## src/rtl/line_evt_pkg.sv

```systemverilog
`timescale 1ns/1ps
package line_evt_pkg;
  localparam int unsigned N_DEV     = 4;
  localparam int unsigned N_EVT     = 3;
  localparam int unsigned DW        = 32;
  localparam int unsigned AW        = 8;
  localparam int unsigned STRIDE_LG = 4;
  localparam int unsigned DEV_W     = $clog2(N_DEV);

  localparam logic [AW-1:0]        BASE_ADDR = 8'h30;
  localparam logic [STRIDE_LG-1:0] OFF_EVT   = 4'h0;
  localparam logic [STRIDE_LG-1:0] OFF_RST   = 4'h4;
  localparam logic [STRIDE_LG-1:0] OFF_MSK   = 4'h8;

  typedef enum logic [1:0] {
    SEL_NONE,
    SEL_EVT,
    SEL_RST,
    SEL_MSK
  } reg_sel_e;
endpackage

```

## src/rtl/line_evt_sync.sv

```systemverilog
`timescale 1ns/1ps
module line_evt_sync #(
  parameter int unsigned W = 12
) (
  input  logic         clk_i,
  input  logic         rst_ni,
  input  logic [W-1:0] d_i,
  output logic [W-1:0] q_o
);
  logic [W-1:0] meta_q, sync_q;

  always_ff @(posedge clk_i or negedge rst_ni) begin
    if (!rst_ni) begin
      meta_q <= '0;
      sync_q <= '0;
    end else begin
      meta_q <= d_i;
      sync_q <= meta_q;
    end
  end

  assign q_o = sync_q;

  for (genvar b = 0; b < W; b++) begin : g_chk
    p_sync_delay_r2: assert property (@(posedge clk_i) disable iff (!rst_ni)
      $rose(q_o[b]) |-> $past(d_i[b], 2));
  end
endmodule

```

## src/rtl/line_evt_dec.sv

```systemverilog
`timescale 1ns/1ps
module line_evt_dec
  import line_evt_pkg::*;
(
  input  logic [AW-1:0]    addr_i,
  output logic             hit_o,
  output logic [DEV_W-1:0] dev_o,
  output reg_sel_e         sel_o
);
  logic [AW-1:0]           off;
  logic [AW-STRIDE_LG-1:0] slot;
  logic [STRIDE_LG-1:0]    low;

  assign off  = addr_i - BASE_ADDR;
  assign slot = off[AW-1:STRIDE_LG];
  assign low  = off[STRIDE_LG-1:0];

  always_comb begin
    hit_o = (addr_i >= BASE_ADDR) && (slot < (AW-STRIDE_LG)'(N_DEV));
    dev_o = off[STRIDE_LG +: DEV_W];
    sel_o = SEL_NONE;
    if (hit_o) begin
      unique case (low)
        OFF_EVT: sel_o = SEL_EVT;
        OFF_RST: sel_o = SEL_RST;
        OFF_MSK: sel_o = SEL_MSK;
        default: sel_o = SEL_NONE;
      endcase
    end
  end
endmodule

```

## src/rtl/line_evt_chan.sv

```systemverilog
`timescale 1ns/1ps
module line_evt_chan #(
  parameter int unsigned N_EVT = 3
) (
  input  logic             clk_i,
  input  logic             rst_ni,
  input  logic [N_EVT-1:0] sync_evt_i,
  input  logic             wr_rst_i,
  input  logic             wr_msk_i,
  input  logic [N_EVT-1:0] wdata_i,
  output logic [N_EVT-1:0] evt_o,
  output logic [N_EVT-1:0] rst_o,
  output logic [N_EVT-1:0] msk_o,
  output logic             irq_o
);
  logic [N_EVT-1:0] evt_q, rst_q, msk_q, rst_nxt;

  // a reset write takes effect on the same edge, so a clear is never late
  assign rst_nxt = wr_rst_i ? wdata_i : rst_q;

  always_ff @(posedge clk_i or negedge rst_ni) begin
    if (!rst_ni) begin
      evt_q <= '0;
      rst_q <= '0;
      msk_q <= '0;
    end else begin
      rst_q <= rst_nxt;
      if (wr_msk_i) msk_q <= wdata_i;
      evt_q <= ~rst_nxt & (evt_q | sync_evt_i);
    end
  end

  assign evt_o = evt_q;
  assign rst_o = rst_q;
  assign msk_o = msk_q;
  assign irq_o = |(evt_q & msk_q);

  for (genvar k = 0; k < N_EVT; k++) begin : g_chk
    p_sticky_r3: assert property (@(posedge clk_i) disable iff (!rst_ni)
      (evt_q[k] && !rst_nxt[k]) |=> evt_q[k]);
    p_held_clear_r4: assert property (@(posedge clk_i) disable iff (!rst_ni)
      rst_q[k] |-> !evt_q[k]);
    p_rearm_r5: assert property (@(posedge clk_i) disable iff (!rst_ni)
      (!rst_nxt[k] && sync_evt_i[k]) |=> evt_q[k]);
  end
endmodule

```

## src/rtl/line_evt_bank.sv

```systemverilog
`timescale 1ns/1ps
module line_evt_bank
  import line_evt_pkg::*;
(
  input  logic             clk_i,
  input  logic             rst_ni,
  input  logic [AW-1:0]    addr_i,
  input  logic [DW-1:0]    wdata_i,
  input  logic             wr_i,
  input  logic             rd_i,
  output logic [DW-1:0]    rdata_o,
  output logic             ack_o,
  output logic             irq_o,
  input  logic [N_DEV-1:0] los_i,
  input  logic [N_DEV-1:0] lol_i,
  input  logic [N_DEV-1:0] dmf_i
);
  localparam int unsigned NB = N_DEV * N_EVT;

  logic [NB-1:0]    raw_evt, sync_evt;
  logic             hit;
  logic [DEV_W-1:0] dev;
  reg_sel_e         sel;
  logic [N_EVT-1:0] evt_v [N_DEV];
  logic [N_EVT-1:0] rst_v [N_DEV];
  logic [N_EVT-1:0] msk_v [N_DEV];
  logic [N_DEV-1:0] irq_v, msk_any_v;
  logic [N_EVT-1:0] rd_val, rdata_q;
  logic             ack_q;
  logic             unused_wdata;

  assign unused_wdata = ^wdata_i[DW-1:N_EVT];

  for (genvar d = 0; d < N_DEV; d++) begin : g_raw
    assign raw_evt[d*N_EVT +: N_EVT] = {dmf_i[d], lol_i[d], los_i[d]};
  end

  line_evt_sync #(.W(NB)) u_sync (
    .clk_i (clk_i),
    .rst_ni(rst_ni),
    .d_i   (raw_evt),
    .q_o   (sync_evt)
  );

  line_evt_dec u_dec (
    .addr_i(addr_i),
    .hit_o (hit),
    .dev_o (dev),
    .sel_o (sel)
  );

  for (genvar d = 0; d < N_DEV; d++) begin : g_dev
    logic this_dev;
    assign this_dev = hit && (dev == DEV_W'(d));

    line_evt_chan #(.N_EVT(N_EVT)) u_chan (
      .clk_i     (clk_i),
      .rst_ni    (rst_ni),
      .sync_evt_i(sync_evt[d*N_EVT +: N_EVT]),
      .wr_rst_i  (wr_i && this_dev && (sel == SEL_RST)),
      .wr_msk_i  (wr_i && this_dev && (sel == SEL_MSK)),
      .wdata_i   (wdata_i[N_EVT-1:0]),
      .evt_o     (evt_v[d]),
      .rst_o     (rst_v[d]),
      .msk_o     (msk_v[d]),
      .irq_o     (irq_v[d])
    );
    assign msk_any_v[d] = |msk_v[d];
  end

  always_comb begin
    rd_val = '0;
    for (int d = 0; d < N_DEV; d++) begin
      if (dev == DEV_W'(d)) begin
        unique case (sel)
          SEL_EVT: rd_val = evt_v[d];
          SEL_RST: rd_val = rst_v[d];
          SEL_MSK: rd_val = msk_v[d];
          default: rd_val = '0;
        endcase
      end
    end
  end

  always_ff @(posedge clk_i or negedge rst_ni) begin
    if (!rst_ni) begin
      ack_q   <= 1'b0;
      rdata_q <= '0;
    end else begin
      ack_q   <= wr_i | rd_i;
      rdata_q <= rd_i ? rd_val : '0;
    end
  end

  assign ack_o   = ack_q;
  assign rdata_o = {{(DW-N_EVT){1'b0}}, rdata_q};
  assign irq_o   = |irq_v;

  p_ack_after_strobe_r7: assert property (@(posedge clk_i) disable iff (!rst_ni)
    (wr_i || rd_i) |=> ack_o);
  p_no_stray_ack_r7: assert property (@(posedge clk_i) disable iff (!rst_ni)
    !(wr_i || rd_i) |=> !ack_o);
  p_irq_needs_mask_r6: assert property (@(posedge clk_i) disable iff (!rst_ni)
    irq_o |-> (|msk_any_v));
endmodule

```

## config.mk

```make
export PLATFORM = sky130hd
export DESIGN_NAME = line_evt_bank
export DESIGN_NICKNAME = d
export VERILOG_FILES = /design/src/rtl/line_evt_pkg.sv /design/src/rtl/line_evt_sync.sv /design/src/rtl/line_evt_dec.sv /design/src/rtl/line_evt_chan.sv /design/src/rtl/line_evt_bank.sv
export SDC_FILE = /design/constraint.sdc
export NUM_CORES = 1
export LEC_CHECK = 0
export CORE_MARGIN = 5
export CORE_UTILIZATION = 40
export DETAILED_ROUTE_END_ITERATION = 12
export PLACE_DENSITY = 0.77
export RECOVER_POWER = 25
export REMOVE_ABC_BUFFERS = 1
export SYNTH_ARGS = -nofsm -noshare
export SYNTH_HDL_FRONTEND = slang
export SYNTH_SLANG_ARGS = --single-unit
```

## constraint.sdc

```tcl
create_clock -name clk_i -period 1.3 [get_ports clk_i]
set_input_delay 0.325 -clock clk_i [delete_from_list [all_inputs] [get_ports clk_i]]
set_output_delay 0.325 -clock clk_i [all_outputs]
set_load 0.02 [all_outputs]
```

==> results of run 1 <==
## sequential cells by signal (all words and copies together) (netlist names)
signal / count
ack_o: 1
g_dev.u_chan.evt_o: 12
g_dev.u_chan.msk_o: 12
g_dev.u_chan.rst_o: 12
rdata_q: 3
u_sync.meta_q: 12
u_sync.q_o: 12
## cell usage after synthesis
library cell and n:
sky130_fd_sc_hd__dfrtp_1 64, sky130_fd_sc_hd__buf_4 31, sky130_fd_sc_hd__mux2_2 29, sky130_fd_sc_hd__nor2_1 25, sky130_fd_sc_hd__a221oi_1 9, sky130_fd_sc_hd__nand2_1 9
sky130_fd_sc_hd__mux2i_1 7, sky130_fd_sc_hd__nand3b_1 5, sky130_fd_sc_hd__nor2b_1 4, sky130_fd_sc_hd__a22o_1 3, sky130_fd_sc_hd__nand4_1 3, sky130_fd_sc_hd__o21ai_0 3
sky130_fd_sc_hd__a31oi_1 2, sky130_fd_sc_hd__inv_1 2, sky130_fd_sc_hd__nor3_1 2, sky130_fd_sc_hd__o211ai_1 2, sky130_fd_sc_hd__o2bb2ai_1 2, sky130_fd_sc_hd__or2_2 2
sky130_fd_sc_hd__or3_1 2, sky130_fd_sc_hd__a2111oi_0 1, sky130_fd_sc_hd__a21boi_0 1, sky130_fd_sc_hd__a22oi_1 1, sky130_fd_sc_hd__and2b_1 1, sky130_fd_sc_hd__and3_1 1
sky130_fd_sc_hd__and3b_1 1, sky130_fd_sc_hd__buf_6 1, sky130_fd_sc_hd__clkbuf_1 1, sky130_fd_sc_hd__conb_1 1, sky130_fd_sc_hd__nand3_1 1, sky130_fd_sc_hd__nor4b_2 1
sky130_fd_sc_hd__nor4b_4 1, sky130_fd_sc_hd__o2111a_1 1, sky130_fd_sc_hd__o2111ai_1 1, sky130_fd_sc_hd__o21a_1 1
## layout make-up
type / count / area, µm² / area share
clock buffers: 13 / 149 / 0.0383
clock inverters: 3 / 65.1 / 0.0167
inverters: 2 / 7.51 / 0.00193
multi-input cells: 150 / 1220 / 0.313
flip-flops and latches: 64 / 1600 / 0.412
well taps: 96 / 120 / 0.0309
repair buffers: 85 / 726 / 0.187
## critical path: cells and delay by family, from the launching register on
family          cells  cell delay (ps)
flops               1              390
compound gates      2              480
simple gates        1              160
buf+inv             1              160
## power by group
group          switching (mW)  internal [mW]
Sequential             0.0624           2.10
Clock                   0.723           1.13
Combinational           0.359          0.336
## layer usage
metal	GRT usage	vias to the layer above	wire, µm
met3	0.0547	18	647
met5	0	-	0
met1	0.206	978	2560
met2	0.253	100	3360
met4	0.0696	0	171
li1	-	908	-
## logic make-up (layout without fill, tap and decap cells)
family / after synthesis / after routing / synth area share
AO/OA/AOI/OAI: 27 / 27 / 0.0778
other: 1 / 29 / 0.00135
flip-flops: 64 / 64 / 0.575
buffers and inverters: 35 / 103 / 0.0917
multiplexers: 36 / 36 / 0.142
AND/OR/NAND/NOR: 58 / 58 / 0.111
## through the flow
stage / cells / hold WS, ps
finish: 413 / 326
floorplan: 216 / 29.4
global route: 413 / 331
CTS: 412 / 343
detailed placement: 386 / 335
global placement: 386 / 332
## how the worst min path moves through the flow
| stage | start | endpoint | slack [ps] | cells past startpoint |
|---|---|---|---|---|
| after floorplan | rst_ni | ack_o | 30 | 0 |
| after global placement | u_sync.meta_q[7] | u_sync.q_o[7] | 330 | 0 |
| after detailed placement | u_sync.meta_q[1] | u_sync.q_o[1] | 330 | 0 |
| after CTS | u_sync.meta_q[11] | u_sync.q_o[11] | 340 | 0 |
| after global routing | addr_i[0] | rdata_q[1] | 330 | 4 |
| final | addr_i[0] | rdata_q[1] | 330 | 4 |
## what timing repair did
item                                    CTS  global route
pin swaps                                15            15
gates cloned                              1             0
setup buffers                             9             2
hold buffers                              1             0
gates resized for setup                  96            22
endpoints found under the setup margin   44            23
hold endpoints to repair                 48             0
==> impl_metrics.sql, run 1 <==
INSERT INTO impl_metrics (metric_group, metric, value, unit) VALUES
('cts', 'numCtsBuffers', '9', ''),
('placed_design', 'total_half_perimeter_wirelength_after_legalization_and_detailed_placement', '4.27', 'mm'),
('drt', 'detailedRoute.firstIterationViolations', '142', ''),
('logic_synthesis', 'yosysTopAreaCell', 'sky130_fd_sc_hd__dfrtp_1', ''),
('setup_path', 'critical_path.reg2reg.endpoint', 'rdata_q[0]', ''),
('die', 'num_io_pins', '90', ''),
('final_layout', 'drive_above_1_share', '0.435', ''),
('final_layout', 'layout_commonest_cell', 'sky130_fd_sc_hd__dfrtp_1', ''),
('final_layout', 'n_antenna_cell', '0', ''),
('drt', 'antenna_left', '0', ''),
('setup_path', 'setup.reg_to_reg.worst_slack', '-110', 'ps'),
('sta', 'final_number_of_hold_violating_endpoints', '0', ''),
('cts', 'htree_levels', '3', ''),
('sta', 'rsz0062_at_grt', 'yes', ''),
('logic_synthesis', 'synth-seq-cells', '64', ''),
('setup_path', 'endpoint', 'irq_o', ''),
('logic_synthesis', 'synth_top_area_frac', '0.575', ''),
('sta', 'final_worst_setup_slack', '-550', 'ps'),
('placed_design', 'preCtsSetupSlack', '-977', 'ps'),
('grt', 'first_global_vias', '2119', ''),
('cts', 'clk_pin_slew', '70', 'ps'),
('power', 'pwr_cell_area', '1210', 'mW/mm²'),
('cts', 'tritoncts_num_sinks', '64', ''),
('setup_path', 'timing.critical_path.to_type', 'output pin', ''),
('final_layout', 'final_cell_mix', 'sky130_fd_sc_hd__dfrtp_1 (64), sky130_fd_sc_hd__buf_4 (46), sky130_fd_sc_hd__conb_1 (29)', ''),
('placed_design', 'routabilityCongestion', '0.884', ''),
('drt', 'drc', '0', ''),
('setup_path', 'worstRegToRegCells', '5', ''),
('drt', 'vias', '2004', ''),
('logic_synthesis', 'postSynthCellCount', '221', ''),
('grt', 'pin_count_of_the_biggest_net_entering_global_routing', '65', ''),
('sta', 'final.setup.tns', '-1160', 'ps'),
('cts', 'clock-root-buffer', 'sky130_fd_sc_hd__clkbuf_8', ''),
('die', 'core_area', '0.00679', 'mm²'),
('grt', 'globalRoute.totalOverflow', '0', ''),
('setup_path', 'timing.critical_path.fanout_max', '2', ''),
('power', 'p_total', '4.71', 'mW'),
('final_layout', 'fillers', '542', ''),
('run_status', 'result_of_the_run', 'finished, violations left', ''),
('sta', 'layout_min_cycle_time', '1850', 'ps'),
('setup_path', 'critical_path.startpoint_type', 'flop', ''),
('sta', 'timing.fmax', '541', 'MHz'),
('cts', 'cts_tree', 'built', ''),
('placed_design', 'detailed_place.area', '0.00340', 'mm²'),
('die', 'floorplan.die.width', '93.4', 'µm'),
('setup_path', 'critical-path-max-stage-delay', '390', 'ps'),
('final_layout', 'final_area', '0.00388', 'mm²'),
('power', 'p_leak', '1.86', 'nW'),
('drt', 'first_pass_iters', '4', ''),
('final_layout', 'nNetsFinal', '368', ''),
('cts', 'ctsLongestPathBuffers', '2', ''),
('sta', 'tightest_slew', '561', 'ps'),
('logic_synthesis', 'syn-mean-instance-area', '12.6', 'µm²'),
('run_status', 'violations', 'negative setup slack', ''),
('logic_synthesis', 'yosys_warnings', '0', ''),
('sta', 'setup_viol', '19', ''),
('sta', 'skew', '8.19', 'ps'),
('grt', 'grt_first_pass_wirelength', '10.7', 'mm'),
('grt', 'grt_use_total', '0.163', ''),
('logic_synthesis', 'ys_seq_area_frac', '0.575', ''),
('drt', 'wl_per_cell', '16.3', 'µm'),
('sta', 'layout_worst_path_cycle_share', '1.42', ''),
('die', 'die_y', '93.4', 'µm'),
('final_layout', 'postLayoutCoreUtil', '0.572', ''),
('final_layout', 'syn2layout_area_growth', '39.6', '%'),
('setup_path', 'crit_path_start', 'g_dev[3].u_chan.evt_o[0]', ''),
('run', 'maxCapViolations', '0', ''),
('die', 'initial_cell_density_of_the_core', '0.410', ''),
('cts', 'worst_skew_late_latency', '340', 'ps'),
('setup_path', 'crit_path_top_delay_cell', 'sky130_fd_sc_hd__dfrtp_1', ''),
('sta', 'slew_viol_final', '0', '');
(Power assumes the default switching activity.)
==> run 2: changes to the inputs <==
--- a/config.mk
+++ b/config.mk
@@ -7,6 +7,7 @@
 export LEC_CHECK = 0
 export CORE_MARGIN = 5
 export CORE_UTILIZATION = 40
+export CTS_BUF_LIST = sky130_fd_sc_hd__clkbuf_8
 export DETAILED_ROUTE_END_ITERATION = 12
 export PLACE_DENSITY = 0.77
 export RECOVER_POWER = 25
==> impl_metrics.sql, run 2 (synthesized netlist as in run 1, its figures left out) <==
INSERT INTO impl_metrics (metric_group, metric, value, unit) VALUES
('run_status', 'result_of_the_run', 'finished, violations left', ''),
('run_status', 'violations', 'negative setup slack', ''),
('sta', 'timing.fmax', '540', 'MHz'),
('cts', 'htree_levels', '3', ''),
('grt', 'globalRoute.totalOverflow', '0', ''),
('die', 'die_y', '93.4', 'µm'),
('sta', 'tightest_slew', '561', 'ps'),
('setup_path', 'crit_path_start', 'g_dev[3].u_chan.evt_o[0]', ''),
('sta', 'setup_viol', '16', ''),
('setup_path', 'timing.critical_path.to_type', 'output pin', ''),
('drt', 'vias', '2005', ''),
('power', 'pwr_cell_area', '1210', 'mW/mm²'),
('power', 'p_leak', '1.87', 'nW'),
('cts', 'cts_tree', 'built', ''),
('setup_path', 'critPathKind', 'flop to output pin', ''),
('drt', 'drc', '0', ''),
('placed_design', 'place_inst', '386', ''),
('final_layout', 'drive_above_1_share', '0.435', ''),
('die', 'floorplan.die.width', '93.4', 'µm'),
('run', 'maxCapViolations', '0', ''),
('grt', 'pin_count_of_the_biggest_net_entering_global_routing', '65', ''),
('sta', 'layout_worst_path_cycle_share', '1.42', ''),
('drt', 'detailedRoute.firstIterationViolations', '142', ''),
('setup_path', 'worst_ep_required_time', '980', 'ps'),
('drt', 'vias_per_cell', '4.85', ''),
('setup_path', 'timing.critical_path.buf_inv', '1', ''),
('drt', 'first_pass_iters', '4', ''),
('grt', 'grt_use_total', '0.163', ''),
('cts', 'ctsLongestPathBuffers', '2', ''),
('setup_path', 'critical_path.startpoint_type', 'flop', ''),
('final_layout', 'syn2layout_area_growth', '39.6', '%'),
('cts', 'worst_skew_late_latency', '340', 'ps'),
('sta', 'final_worst_setup_slack', '-551', 'ps'),
('setup_path', 'timing.critical_path.fanout_max', '2', ''),
('setup_path', 'cp_cell_sequence', 'a22o_1, a221oi_2, nand3_1, buf_6', ''),
('sta', 'skew', '8.61', 'ps'),
('cts', 'clock-root-buffer', 'sky130_fd_sc_hd__clkbuf_8', ''),
('drt', 'antenna_left', '0', ''),
('die', 'num_io_pins', '90', ''),
('power', 'worst_ir_drop_vdd', '0.506', 'mV'),
('sta', 'rsz0062_at_grt', 'yes', ''),
('setup_path', 'critPathTopFamily', 'compound AO/OA/AOI/OAI gates', ''),
('cts', 'clk_pin_slew', '70', 'ps'),
('placed_design', 'routabilityCongestion', '0.884', ''),
('power', 'p_total', '4.69', 'mW'),
('die', 'fp-row-count', '30', ''),
('setup_path', 'timing.critical_path.arrival', '1530', 'ps'),
('placed_design', 'buffer_ports.inserted', '31', ''),
('sta', 'slew_viol_final', '0', ''),
('final_layout', 'final_cell_mix', 'sky130_fd_sc_hd__dfrtp_1 (64), sky130_fd_sc_hd__buf_4 (46), sky130_fd_sc_hd__conb_1 (29)', ''),
('grt', 'first_global_vias', '2119', ''),
('setup_path', 'critical-path-max-stage-delay', '390', 'ps'),
('sta', 'final_number_of_hold_violating_endpoints', '0', ''),
('drt', 'wl_per_cell', '16.3', 'µm'),
('grt', 'grt_first_pass_wirelength', '10.7', 'mm'),
('final_layout', 'n_antenna_cell', '0', ''),
('final_layout', 'layout_commonest_cell', 'sky130_fd_sc_hd__dfrtp_1', ''),
('cts', 'numCtsBuffers', '9', ''),
('sta', 'final.setup.tns', '-1150', 'ps'),
('final_layout', 'stdcell_count', '413', ''),
('cts', 'tritoncts_num_sinks', '64', ''),
('setup_path', 'worstReg2RegStart', 'g_dev[1].u_chan.evt_o[0]', ''),
('drt', 'finalWirelength', '6.74', 'mm'),
('die', 'initial_cell_density_of_the_core', '0.410', ''),
('hold_path', 'min-delay-path-class', 'primary input to flop', ''),
('hold_path', 'min_delay_startpoint', 'addr_i[0]', ''),
('grt', 'grt_antenna_before_repair', '0', ''),
('final_layout', 'nNetsFinal', '368', ''),
('sta', 'layout_min_cycle_time', '1850', 'ps'),
('die', 'core_area', '0.00679', 'mm²'),
('die', 'overall_die_area', '0.00873', 'mm²'),
('placed_design', 'total_half_perimeter_wirelength_after_legalization_and_detailed_placement', '4.27', 'mm'),
('sta', 'slew_headroom', '0.626', ''),
('setup_path', 'crit_path_top_delay_cell', 'sky130_fd_sc_hd__dfrtp_1', '');
-- run 2: area by class of cell --
| class | instances | area [µm²] |
|---|---|---|
| Clock inverter | 6 | 76.3 |
| Fill cell | 542 | 2910 |
| Tap cell | 96 | 120 |
| Timing Repair Buffer | 85 | 726 |
| Clock buffer | 10 | 138 |
| Inverter | 2 | 7.51 |
| Multi-Input combinational cell | 150 | 1220 |
| Sequential cell | 64 | 1600 |
-- run 2: path summary, 6_finish.rpt --
path                                            endpoint  slack (ps)  cells past startpoint
worst max-delay path                               irq_o        -550                      4
worst min-delay path                          rdata_q[1]         330                      4
worst max register to register                rdata_q[0]        -110                      5
worst min register to register            u_sync.q_o[11]         340                      0
max in group asynchronous       g_dev[2].u_chan.rst_o[2]         310                      3
min in group asynchronous       g_dev[1].u_chan.evt_o[0]         600                      3
-- run 2: what timing repair did --
item	in CTS	in global routing
endpoints found under the setup margin	44	23
hold buffers	1	0
gates resized for setup	96	22
hold endpoints to repair	48	0
buffers inserted	9	2
cloned	1	0
pin swaps	15	15
-- run 2: power breakdown --
part	switching [mW]	internal (mW)
logic	0.359	0.336
clock network	0.725	1.11
registers	0.0623	2.10
-- run 2: worst reg2reg max path, stage by stage, from the launching register on --
cell and delay [ps]:
sky130_fd_sc_hd__dfrtp_1 410, sky130_fd_sc_hd__buf_6 130, sky130_fd_sc_hd__mux2_4 280, sky130_fd_sc_hd__a221oi_4 270, sky130_fd_sc_hd__or3_4 170, sky130_fd_sc_hd__a221oi_2 30
-- run 2: layer usage --
layer | up-vias | part of all wire | track usage
met5 | - | 0 | 0
met4 | 0 | 0.025 | 0.0696
met3 | 18 | 0.098 | 0.0547
met2 | 102 | 0.50 | 0.253
met1 | 977 | 0.38 | 0.206
li1 | 908 | - | -
-- run 2: metrics by stage --
stage	hold slack, ps	setup WS, ps	cell area, µm²	util
final	326	-551	3880	0.572
after global routing	331	-631	3880	0.572
after CTS	343	-586	3810	0.561
after detailed placement	335	-977	3400	0.501
after global placement	332	-911	3400	0.501
after floorplan	29.4	-243	2640	-
